===== src/rtl/wrb_pkg.sv =====
package wrb_pkg;
    localparam int REG_W   = 64;
    localparam int BOUND_W = 16;
    localparam int PTR_W   = 9;

    typedef struct packed {
        logic [REG_W-1:0]   value;
        logic [BOUND_W-1:0] bound;
        logic [PTR_W-1:0]   ptr;
    } wrb_rec_t;

    // register value shifted so the slot index sits at bit 0
    function automatic logic [REG_W-1:0] slot_bits(input logic [REG_W-1:0] v, input int off);
        return v >> off;
    endfunction
endpackage


===== src/rtl/wrb_store.sv =====
module wrb_store
    import wrb_pkg::*;
#(
    parameter int DEPTH = 16,
    parameter int IDX_W = 4
) (
    input  logic                    clk,
    input  logic                    rst,
    input  logic                    flush,
    input  logic                    wr_en,
    input  logic [IDX_W-1:0]        wr_idx,
    input  wrb_rec_t                wr_rec,
    input  logic                    clr_en,
    input  logic [IDX_W-1:0]        clr_idx,
    input  logic                    inv_en,
    input  logic [PTR_W-1:0]        inv_ptr,
    output logic [DEPTH-1:0]        valid_q,
    output wrb_rec_t [DEPTH-1:0]    rec_q
);
    for (genvar gi = 0; gi < DEPTH; gi++) begin : g_slot
        logic wr_hit, clr_hit, inv_hit;
        assign wr_hit  = wr_en  && (wr_idx  == IDX_W'(gi));
        assign clr_hit = clr_en && (clr_idx == IDX_W'(gi));
        assign inv_hit = inv_en && (rec_q[gi].ptr == inv_ptr);

        always_ff @(posedge clk) begin
            if (rst || flush) begin
                valid_q[gi] <= 1'b0;
            end else if (wr_hit) begin
                valid_q[gi] <= 1'b1;          // insert beats consume and evict
            end else if (clr_hit || inv_hit) begin
                valid_q[gi] <= 1'b0;
            end
        end

        always_ff @(posedge clk) begin
            if (rst) begin
                rec_q[gi] <= '0;
            end else if (wr_hit && !flush) begin
                rec_q[gi] <= wr_rec;
            end
        end
    end
endmodule


===== src/rtl/wrb_lookup.sv =====
module wrb_lookup
    import wrb_pkg::*;
#(
    parameter int DEPTH = 16,
    parameter int IDX_W = 4
) (
    input  logic                  prb_en,
    input  logic [REG_W-1:0]      prb_value,
    input  logic [IDX_W-1:0]      prb_idx,
    input  logic                  flush,
    input  logic                  inv_en,
    input  logic [PTR_W-1:0]      inv_ptr,
    input  logic [DEPTH-1:0]      valid_q,
    input  wrb_rec_t [DEPTH-1:0]  rec_q,
    output logic                  hit,
    output logic [BOUND_W-1:0]    bound,
    output logic [PTR_W-1:0]      ptr
);
    wrb_rec_t sel;
    logic     stale;

    always_comb begin
        sel   = rec_q[prb_idx];
        stale = flush || (inv_en && (sel.ptr == inv_ptr));
        hit   = prb_en && valid_q[prb_idx] && (sel.value == prb_value) && !stale;
        bound = hit ? sel.bound : '0;
        ptr   = hit ? sel.ptr   : '0;
    end
endmodule


===== src/rtl/wayrec_backup.sv =====
module wayrec_backup
    import wrb_pkg::*;
#(
    parameter int DEPTH    = 16,
    parameter int LINE_OFF = 6
) (
    input  logic               clk,
    input  logic               rst,
    input  logic               ins_en,
    input  logic [REG_W-1:0]   ins_value,
    input  logic [BOUND_W-1:0] ins_bound,
    input  logic [PTR_W-1:0]   ins_ptr,
    input  logic               prb_en,
    input  logic [REG_W-1:0]   prb_value,
    output logic               prb_hit,
    output logic [BOUND_W-1:0] prb_bound,
    output logic [PTR_W-1:0]   prb_ptr,
    input  logic               inv_en,
    input  logic [PTR_W-1:0]   inv_ptr,
    input  logic               flush
);
    localparam int IDX_W = (DEPTH > 1) ? $clog2(DEPTH) : 1;

    logic [IDX_W-1:0]     ins_idx, prb_idx;
    wrb_rec_t             ins_rec;
    logic [DEPTH-1:0]     valid_q;
    wrb_rec_t [DEPTH-1:0] rec_q;

    assign ins_idx = IDX_W'(slot_bits(ins_value, LINE_OFF));
    assign prb_idx = IDX_W'(slot_bits(prb_value, LINE_OFF));
    assign ins_rec = '{value: ins_value, bound: ins_bound, ptr: ins_ptr};

    wrb_store #(.DEPTH(DEPTH), .IDX_W(IDX_W)) u_store (
        .clk     (clk),
        .rst     (rst),
        .flush   (flush),
        .wr_en   (ins_en),
        .wr_idx  (ins_idx),
        .wr_rec  (ins_rec),
        .clr_en  (prb_hit),
        .clr_idx (prb_idx),
        .inv_en  (inv_en),
        .inv_ptr (inv_ptr),
        .valid_q (valid_q),
        .rec_q   (rec_q)
    );

    wrb_lookup #(.DEPTH(DEPTH), .IDX_W(IDX_W)) u_lookup (
        .prb_en    (prb_en),
        .prb_value (prb_value),
        .prb_idx   (prb_idx),
        .flush     (flush),
        .inv_en    (inv_en),
        .inv_ptr   (inv_ptr),
        .valid_q   (valid_q),
        .rec_q     (rec_q),
        .hit       (prb_hit),
        .bound     (prb_bound),
        .ptr       (prb_ptr)
    );
endmodule


===== config.mk =====
export PLATFORM = sky130hd
export DESIGN_NAME = wayrec_backup
export DESIGN_NICKNAME = d
export VERILOG_FILES = /design/src/rtl/wrb_pkg.sv /design/src/rtl/wrb_store.sv /design/src/rtl/wrb_lookup.sv /design/src/rtl/wayrec_backup.sv
export SDC_FILE = /design/constraint.sdc
export NUM_CORES = 2
export LEC_CHECK = 0
export ABC_AREA = 1
export BUFFER_PORTS_ARGS = -buffer_cell sky130_fd_sc_hd__buf_2
export CAP_MARGIN = 15
export CORE_AREA = 2 2 419 421
export CTS_CLUSTER_DIAMETER = 120
export CTS_CLUSTER_SIZE = 14
export DETAILED_ROUTE_END_ITERATION = 7
export DIE_AREA = 0 0 421 423
export SYNTH_ARGS = -nofsm -noshare
export SYNTH_HDL_FRONTEND = slang
export SYNTH_SLANG_ARGS = --single-unit

===== constraint.sdc =====
create_clock -name clk -period 6.3 [get_ports clk]
set_input_delay 1.575 -clock clk [delete_from_list [all_inputs] [get_ports clk]]
set_output_delay 1.575 -clock clk [all_outputs]
set_load 0.01 [all_outputs]

==> impl_metrics.csv <==
group,metric,value,unit
sta,hold_viol_final,0,
place,routabilityCongestion,0.926,
routing,wire_per_inst,20.6,um
sta,fin_crit,6.22,ns
cells_and_area,final_cell_mix,"o21ai_0 (1,583), nand2_1 (1,579), dfxtp_1 (1,440)",
cells_and_area,finalNonFillerCells,11800,
cells_and_area,fillers,17800,
grt,busiest_layer,"met2",
grt,use_met1,0.341,
place,dp_slack,-0.282,ns
clock_tree,clockBufferDepth,3,
power_and_ir_drop,power_density,241,mW/mm^2
die,dieArea,0.178,mm^2
synth,syn-cell-area,0.0657,mm^2
power_and_ir_drop,total_power,0.0174,W
sta,slew_headroom,0.236,
sta,drv_slew,0,
place,placed_cells,11700,
sta,postLayoutSetupSlackWorst,0.0815,ns
grt,grt_start_max_net_pins,228,
routing,viasPerCell,5.34,
clock_tree,clock_latency,0.77,ns
routing,ant_nets,0,
worst_setup_path,critPathMaxFanout,26,
grt,grt_usage,0.259,
run_status,status,"finished, final reports clean",
routing,drt_iter0_markers,7036,
grt,grt_pass1_vias,57000,
worst_setup_path,cp.arrival,4.64,ns
cells_and_area,drive_gt1_frac,0.0634,
place,io_buffer_count,193,
synth,synth_nets,9930,
sta,setup_tns,0,ns
power_and_ir_drop,ir_drop,0.238,mV
worst_setup_path,path_class,"input pin to primary output",
die,pin_count,194,
sta,finalSetupViolCount,0,
routing,wirelength,244000,um
cells_and_area,final_common_cell,"o21ai_0",
synth,avgSynthCellArea,6.73,um^2
cells_and_area,final_util,0.417,
clock_tree,cts_sinks,1440,
routing,drc,0,
clock_tree,htree_levels,3,
sta,worst_slew_pin_slew,1.15,ns
grt,grt_pass1_wl,359000,um
cells_and_area,nNetsFinal,9661,
worst_setup_path,worstPathRequired,4.72,ns
grt,use_met2,0.417,
place,dp_hpwl,142000,um
worst_setup_path,worstSetupEndpointType,"primary output",
die,rows,153,
run,maxCapViolCount,0,
sta,rsz0062_at_grt,"no",
clock_tree,cts-root-buf,"clkbuf_16",
min_path,hold_path.class,"register to register",
clock_tree,numCtsBuffers,112,
sta,worst_clock_skew,0.0338,ns
die,chipHeight,423,um
synth,ys_types,41,
die,start_util,0.379,
synth,netlist_instances,9762,
sta,period_share,0.987,
die,coreArea,0.173,mm^2
grt,antenna_found_initial,43,
synth,ys_seq_elements,1440,
synth,yosys_warnings,0,
clock_tree,cts_tree,"built",
power_and_ir_drop,power_leakage,27.2,nW
clock_tree,hold_buffers,0,
clock_tree,clkTransAtPathRegs,0.07,ns
die,die_w,421,um
synth,ys_seq_area_frac,0.439,
routing,dr.pass1.iters,6,
cells_and_area,syn2layout_area_growth,10.0,%
grt,met3_usage,0.0307,
sta,maxClockFrequency,161,MHz
grt,overflow,0,
worst_setup_path,start_kind,"input pin",
routing,num_vias,63200,
[cells by family after synthesis]
family,after synthesis,synth area share
buf+inv,2108,0.124
xor+xnor,46,0.00613
flops,1440,0.439
simple gates,2879,0.173
compound gates,3289,0.258
[report_power, final]
part | total, W | internal, W | leakage, nW | switching, W
Clock | 0.00660 | 0.00316 | 1.44 | 0.00344
Combinational | 0.00156 | 0.000424 | 14.2 | 0.00114
Sequential | 0.00927 | 0.00921 | 11.6 | 0.0000519
[worst max-delay path, stage by stage]
cell,delay [ns]
buf_2,0.17
nand2_1,0.20
bufinv_8,0.48
buf_4,0.30
nand2_1,0.07
nand2_1,0.09
nor2_1,0.05
nand2_1,0.05
nand2_1,0.19
nor2_1,0.25
nand4_1,0.22
nor2_1,0.17
buf_4,0.13
nand3b_2,0.09
buf_12,0.18
nor3_1,0.19
buf_2,0.17
[worst paths after layout]
path / start / to / slack, ns / cells after the start
setup reg to reg: u_store.rec_q[597] / u_store.valid_q[11] / 3.21 / 17
setup / recovery: prb_value[9] / prb_bound[15] / 0.08 / 17
hold reg to reg: u_store.rec_q[1100] / u_store.rec_q[1100] / 0.44 / 2
hold / removal: u_store.rec_q[1100] / u_store.rec_q[1100] / 0.44 / 2
[area by class of cell]
cell class	instances	area [um^2]	area share
diodes	14	35.0	0.000485
clock buffers	114	2810	0.0389
clock inverters	6	119	0.00164
inverters	1318	5020	0.0694
multi-input cells	6215	29100	0.402
flip-flops and latches	1440	28800	0.399
well taps	2325	2910	0.0402
repair buffers	406	3490	0.0483
[stage by stage]
stage	cell area [um^2]	hold WS (ns)
floorplan	65700	0.418
global placement	68700	0.426
detailed placement	68700	0.430
CTS	71800	0.441
global route	72300	0.455
finish	72300	0.442
[what timing repair did]
action,4_1_cts,5_1_grt
setup endpoints to repair,26,26
pin swaps,4,5
gates resized for setup,11,38
setup buffers,9,7
gates cloned,2,10
[Yosys cell counts, drive strengths merged]
cell type / n / area (um^2)
nor3b: 2 / 15.0
nand3: 64 / 320
a21oi: 1384 / 6930
buf: 145 / 768
xor2: 32 / 280
o21a: 6 / 45.0
a22oi: 1 / 7.51
or2: 1 / 6.26
a221oi: 3 / 26.3
nand4: 94 / 588
clkinv: 7 / 26.3
a31oi: 9 / 56.3
o2111ai: 3 / 26.3
nor3: 48 / 340
clkbuf: 645 / 2420
o22ai: 212 / 1330
o21bai: 47 / 353
dfxtp: 1440 / 28800
a21boi: 1 / 7.51
inv: 1311 / 4920
o21ai: 1609 / 8050
nand3b: 2 / 18.8
nor4: 11 / 68.8
nor4b: 2 / 17.5
a2111oi: 13 / 114
nor2: 1067 / 4030
xnor2: 14 / 123
o221ai: 1 / 8.76
nand2: 1588 / 5980
[registers in the layout, summed over array words and instances, names as in the netlist]
signal	cells
u_store.valid_q	16
u_store.rec_q	1424
[layer usage]
metal	part of all wire	wire (um)
met5	0.00062	151
met4	0.052	12700
met3	0.070	17000
met2	0.45	110000
met1	0.43	104000
Power figures use the tool's default switching activity.
